### src/rtl/ext_latch_pkg.sv
// Package: shared write-mode encoding for the extended display latch.
// Assumes a two-bit mode field driven by the graphics controller.
package ext_latch_pkg;
    typedef enum logic [1:0] {
        WM_PASS = 2'b00,
        WM_COPY = 2'b01,
        WM_FILL = 2'b10,
        WM_ALT  = 2'b11
    } wmode_e;
endpackage

### src/rtl/elw_latch_bank.sv
// Latch bank: captures memory read bytes. The low half (one byte per
// plane) always loads on a read. The high half loads only in the wide
// setting and otherwise holds. Assumes mem data arrives with its valid.
module elw_latch_bank #(
    parameter int PLANES = 4,
    parameter int BW     = 8,
    localparam int WB    = 2 * PLANES,
    localparam int LW    = WB * BW
) (
    input  logic          clk,
    input  logic          rst_n,
    input  logic          wide,
    input  logic          rd_valid,
    input  logic [LW-1:0] rd_data,
    output logic [LW-1:0] latch_q
);
    for (genvar k = 0; k < WB; k++) begin : g_byte
        localparam bit HIGH = (k >= PLANES);
        logic load;
        // decide whether this byte lane captures on the current read
        always_comb load = rd_valid && (!HIGH || wide);
        // hold or capture one latch byte
        always_ff @(posedge clk) begin
            if (!rst_n)
                latch_q[k*BW +: BW] <= '0;
            else if (load)
                latch_q[k*BW +: BW] <= rd_data[k*BW +: BW];
        end
    end
endmodule

### src/rtl/elw_compare.sv
// Color compare: one result bit per latched pixel. The bit is set when the
// byte equals the compare color on every bit the care mask selects.
// High-half bits read zero outside the wide setting.
module elw_compare #(
    parameter int PLANES = 4,
    parameter int BW     = 8,
    localparam int WB    = 2 * PLANES,
    localparam int LW    = WB * BW
) (
    input  logic          wide,
    input  logic [LW-1:0] latch_q,
    input  logic [BW-1:0] cmp_color,
    input  logic [BW-1:0] cmp_care,
    output logic [WB-1:0] match
);
    for (genvar k = 0; k < WB; k++) begin : g_pix
        localparam bit HIGH = (k >= PLANES);
        // masked equality for one pixel, gated for the high half
        always_comb
            match[k] = (((latch_q[k*BW +: BW] ^ cmp_color) & cmp_care) == '0)
                       && (!HIGH || wide);
    end
endmodule

### src/rtl/elw_write_path.sv
// Write path: forms per-lane write data and enables for the selected mode
// and registers them one cycle after the host strobe. Assumes host_data
// has at least as many bits as there are wide-latch pixels for fill mode.
module elw_write_path
    import ext_latch_pkg::*;
#(
    parameter int PLANES = 4,
    parameter int BW     = 8,
    localparam int WB    = 2 * PLANES,
    localparam int LW    = WB * BW
) (
    input  logic              clk,
    input  logic              rst_n,
    input  logic              wide,
    input  logic              host_wr,
    input  logic [BW-1:0]     host_data,
    input  wmode_e            mode,
    input  logic [PLANES-1:0] map_mask,
    input  logic              sr_en,
    input  logic [BW-1:0]     sr_value,
    input  logic [BW-1:0]     fg_color,
    input  logic [BW-1:0]     bg_color,
    input  logic              fg_en,
    input  logic              bg_en,
    input  logic [LW-1:0]     latch_q,
    output logic              wr_valid,
    output logic [LW-1:0]     wr_data,
    output logic [WB-1:0]     wr_be
);
    logic [LW-1:0] nxt_data;
    logic [WB-1:0] nxt_be;
    logic [BW-1:0] pass_byte;

    // pick the byte used by the pass-through modes
    always_comb pass_byte = sr_en ? sr_value : host_data;

    for (genvar k = 0; k < WB; k++) begin : g_lane
        localparam bit HIGH  = (k >= PLANES);
        localparam int PLANE = k % PLANES;
        localparam int PBIT  = k % BW;
        logic lane_on;
        logic pix;
        // plane enable for this lane, dropped for the high half when narrow
        always_comb lane_on = map_mask[PLANE] && (!HIGH || wide);
        // pixel bit that steers this lane during fill
        always_comb pix = host_data[PBIT];
        // lane data and enable for the current mode
        always_comb begin
            unique case (mode)
                WM_COPY: begin
                    nxt_data[k*BW +: BW] = latch_q[k*BW +: BW];
                    nxt_be[k]            = lane_on;
                end
                WM_FILL: begin
                    nxt_data[k*BW +: BW] = pix ? fg_color : bg_color;
                    nxt_be[k]            = lane_on && (pix ? fg_en : bg_en);
                end
                default: begin
                    nxt_data[k*BW +: BW] = pass_byte;
                    nxt_be[k]            = lane_on;
                end
            endcase
        end
    end

    // register the memory write one cycle after the host strobe
    always_ff @(posedge clk) begin
        if (!rst_n) begin
            wr_valid <= 1'b0;
            wr_data  <= '0;
            wr_be    <= '0;
        end else begin
            wr_valid <= host_wr;
            wr_be    <= host_wr ? nxt_be : '0;
            if (host_wr)
                wr_data <= nxt_data;
        end
    end
endmodule

### src/rtl/ext_latch_wm1.sv
// Top: eight-byte display read latch with latch-copy, pass and fill writes,
// plus per-pixel color compare. The wide latch is honoured only when the
// times-eight addressing mode is also selected.
module ext_latch_wm1
    import ext_latch_pkg::*;
#(
    parameter int PLANES = 4,
    parameter int BW     = 8,
    localparam int WB    = 2 * PLANES,
    localparam int LW    = WB * BW
) (
    input  logic              clk,
    input  logic              rst_n,
    input  logic              wide_en,
    input  logic              x8_addr,
    input  logic              mem_rd_valid,
    input  logic [LW-1:0]     mem_rd_data,
    input  logic              host_wr,
    input  logic [BW-1:0]     host_data,
    input  logic [1:0]        wr_mode,
    input  logic [PLANES-1:0] map_mask,
    input  logic              sr_en,
    input  logic [BW-1:0]     sr_value,
    input  logic [BW-1:0]     cmp_color,
    input  logic [BW-1:0]     cmp_care,
    input  logic [BW-1:0]     fg_color,
    input  logic [BW-1:0]     bg_color,
    input  logic              fg_en,
    input  logic              bg_en,
    output logic              mem_wr_valid,
    output logic [LW-1:0]     mem_wr_data,
    output logic [WB-1:0]     mem_wr_be,
    output logic [WB-1:0]     rd_cmp
);
    logic          wide;
    logic [LW-1:0] latch_q;
    wmode_e        mode;

    // wide latch only counts in the packed addressing mode
    always_comb wide = wide_en && x8_addr;
    // typed view of the mode field
    always_comb mode = wmode_e'(wr_mode);

    elw_latch_bank #(.PLANES(PLANES), .BW(BW)) u_bank (
        .clk      (clk),
        .rst_n    (rst_n),
        .wide     (wide),
        .rd_valid (mem_rd_valid),
        .rd_data  (mem_rd_data),
        .latch_q  (latch_q)
    );

    elw_compare #(.PLANES(PLANES), .BW(BW)) u_cmp (
        .wide      (wide),
        .latch_q   (latch_q),
        .cmp_color (cmp_color),
        .cmp_care  (cmp_care),
        .match     (rd_cmp)
    );

    elw_write_path #(.PLANES(PLANES), .BW(BW)) u_wr (
        .clk       (clk),
        .rst_n     (rst_n),
        .wide      (wide),
        .host_wr   (host_wr),
        .host_data (host_data),
        .mode      (mode),
        .map_mask  (map_mask),
        .sr_en     (sr_en),
        .sr_value  (sr_value),
        .fg_color  (fg_color),
        .bg_color  (bg_color),
        .fg_en     (fg_en),
        .bg_en     (bg_en),
        .latch_q   (latch_q),
        .wr_valid  (mem_wr_valid),
        .wr_data   (mem_wr_data),
        .wr_be     (mem_wr_be)
    );
endmodule

### config.mk
export PLATFORM = sky130hd
export DESIGN_NAME = ext_latch_wm1
export DESIGN_NICKNAME = d
export VERILOG_FILES = /design/src/rtl/ext_latch_pkg.sv /design/src/rtl/elw_latch_bank.sv /design/src/rtl/elw_compare.sv /design/src/rtl/elw_write_path.sv /design/src/rtl/ext_latch_wm1.sv
export SDC_FILE = /design/constraint.sdc
export NUM_CORES = 1
export LEC_CHECK = 0
export CAP_MARGIN = 20
export CELL_PAD_IN_SITES_DETAIL_PLACEMENT = 0
export CELL_PAD_IN_SITES_GLOBAL_PLACEMENT = 1
export CORE_ASPECT_RATIO = 0.7
export CORE_UTILIZATION = 40
export DETAILED_ROUTE_END_ITERATION = 10
export PLACE_DENSITY_LB_ADDON = 0.1
export SYNTH_ARGS = -nofsm -noshare
export SYNTH_HDL_FRONTEND = slang
export SYNTH_SLANG_ARGS = --single-unit
### constraint.sdc
create_clock -name clk -period 3.19 [get_ports clk]
set_clock_uncertainty 0.05 [all_clocks]
set_input_delay 0.638 -clock clk [delete_from_list [all_inputs] [get_ports clk]]
set_output_delay 0.638 -clock clk [all_outputs]
set_load 0.05 [all_outputs]
==> run metrics <==
critical path class=in -> out; non-filler cells, final=between 1000 and 1500; Die Y=between 100 and 150 um; status=finished clean; MaxCap Viol Count=0; Die ar.=19680 um^2; Initial Util=41.63%; HPWL Detailed=roughly 21000 um; H-tree Lvls=4; number of global-route vias before repair=between 7000 and 8000; number of setup buffers added after CTS=0; post-synthesis async set-or-reset flop share=0%; Synth top cells by count=137 x dfxtp_1, 80 x a22oi_1, 77 x nand2_1; Root Buffer=clkbuf_16; Mapped Area=approximately 7600 um^2; row cnt=between 40 and 50; Seq/Total Area, Yosys=between 30% and 40%; setup tns final=0 ps; worst slew pin tran=between 700 and 800 ps; count leader, synth=dfxtp_1; Max Clk Rate=around 330 MHz; placed instance count=~1200; main flop type after synthesis=dfxtp_1; routed length per placed instance=23.56 um; largest stage delay on the critical path=600 ps; Port Buf Inserts=roughly 210; Reg-to-Reg Start=u_bank.latch_q[46]$_SDFFE_PN0P_; final WL=28250 um; placer's final routability congestion estimate=0.9010; CP Capture Type=output port; CTS Hold Bufs=0; Setup WS pre-CTS=188.2 ps; Synthesized Nets=a little over 900; largest net degree at the start of global routing=129; total power=approximately 5.2 mW; cts repair resizes=0; drt first pass iters=5; Synth area leaders=dfxtp_1 36%, mux2_2 9.4%, a22oi_1 7.9%, xor2_1 7.3%, mux2i_1 6.3%; CTS tree=done; CTS buffer count=17; # diodes=0; Critical Path Start Type=primary input; # nets final=approximately 1100; Layout Utilization=between 50% and 60%; CP cell instances=clkdlybuf4s50_1 > xor2_1 > a22o_1 > a221oi_2 > and4_1 > buf_12; CP max stage cell=clkdlybuf4s50_1; layout cell share with drive strength beyond 1=18.48%; CORE AREA=between 15000 and 20000 um^2; vias per cell=5.815; start point of the worst min-delay path=u_bank.latch_q[39]$_SDFFE_PN0P_; # setup viols final=0; Final Worst Setup Slack=approximately 170 ps; DRC=0; Global Route Usage Sum=approximately 29%; gr ovfl total=0; Worst-path clk slew=50 ps; Die W=~170 um; RSZ-0062 raised after global routing=false; Top Ports=~210; area leader, netlist=dfxtp_1; worst rel slew slack=about half; Sink Count=about 140; arrival time at the worst endpoint=roughly 2300 ps; routed via count=between 6000 and 7000; Crit path required time=around 2500 ps; post-synth top area share=~36%; WP buf/inv=2; post-synthesis cell type count=30; Pwr Density=502.0 nW/um^2; Syn Inst Count=790; largest delay contributor family on the critical path=buffers and inverters; Yosys reg bits=~140; first-pass GRT wire length=approximately 42000 um; Clock Latency Late Sink=approximately 420 ps; Final Max Tran Viols=0; Synth Area per Inst=a little under 10 um^2; EDFF count, synth=0; Worst Hold Class=reg -> reg; yosys warns=0; leak pwr=around 4.1 nW; Post-DRT Antenna Nets=0; initial antenna violation count=0; fill count=~1600; area grow syn2layout=35.87%; Max Root-Sink Buffers=2; CP max FO=5; starting DRC count in detailed routing=between 500 and 600; Final period util=roughly 95%; worst setup path start=cmp_color[4]; Worst VDD drop=roughly 0.30 mV; fin crit period=3016 ps; Hold Fails Final Rpt=0
[cell type report]
class                   instances  area, um^2  share of cell area [%]
clock buffers                  20       446.7                   4.300
clock inverters                11       172.7                   1.662
inverters                       3       11.26                  0.1084
multi-input cells             567        4423                   42.58
flip-flops and latches        137        2743                   26.40
well taps                     236       295.3                   2.842
repair buffers                225        2297                   22.11
[metrics by stage]
stage | hold WS (ps) | area (um^2)
2_1_floorplan | 410.2 | 7646
3_3_place_gp | 452.4 | 9769
3_5_place_dp | 455.6 | 9769
4_1_cts | 464.7 | 10390
5_1_grt | 490.4 | 10390
6_report | 456.5 | 10390
[worst paths after layout]
kind | slack [ps] | endpoint | cells after the start
worst min register to register | 460 | u_bank.latch_q[39]$_SDFFE_PN0P_ | 2
worst max-delay path | 170 | rd_cmp[5] | 6
worst max register to register | 2060 | u_wr.wr_data[46]$_SDFFE_PN0P_ | 3
worst min-delay path | 460 | u_bank.latch_q[39]$_SDFFE_PN0P_ | 2
[cells by family (layout without fill, tap and decap cells)]
family,Yosys count,in the layout,share of synthesized area (%)
fa+ha+maj,2,2,0.3272
compound gates,204,204,23.63
buf+inv,86,259,6.349
mux,112,112,15.71
flops,137,137,35.87
xor+xnor,64,64,7.331
simple gates,185,185,10.78
[placed cells by master (no fill, tap or decap), drive strengths merged]
cell	instances
mux2i	48
mux2	64
nor2	64
nand2	77
and4	8
clkinvlp	4
o221a	64
a21boi	32
a22o	4
a22oi	80
a221oi	4
nor2b	32
dfxtp	137
clkbuf	20
and2	3
buf	29
ha	2
a222oi	4
clkinv	3
a21oi	8
clkdlybuf4s50	196
o21ai	8
and3	1
bufinv	4
xor2	64
inv	3
[layer usage]
layer	up-vias	track usage (%)	part of all wire [%]
met2	264	46.55	46
met3	46	5.851	5.8
met5	-	0	0
li1	3215	-	-
met4	0	10.72	2.9
met1	3447	37.56	45
[worst reg2reg max path: stages, from the launching register on]
cell and delay [ps]:
dfxtp_1 350, a22oi_1 290, nor2_1 90, o221a_2 240
[state kept, by name, indices dropped and copies added (netlist names)]
signal	flops
u_bank.latch_q	64
u_wr.wr_data	64
u_wr.wr_be	8
u_wr.wr_valid	1
[power by group]
part           switching [mW]  internal [mW]
Sequential             0.0984           1.82
Combinational           0.691          0.530
Clock                   0.756           1.32
Total                    1.55           3.67
No activity file was read; power rests on OpenSTA's default activity.
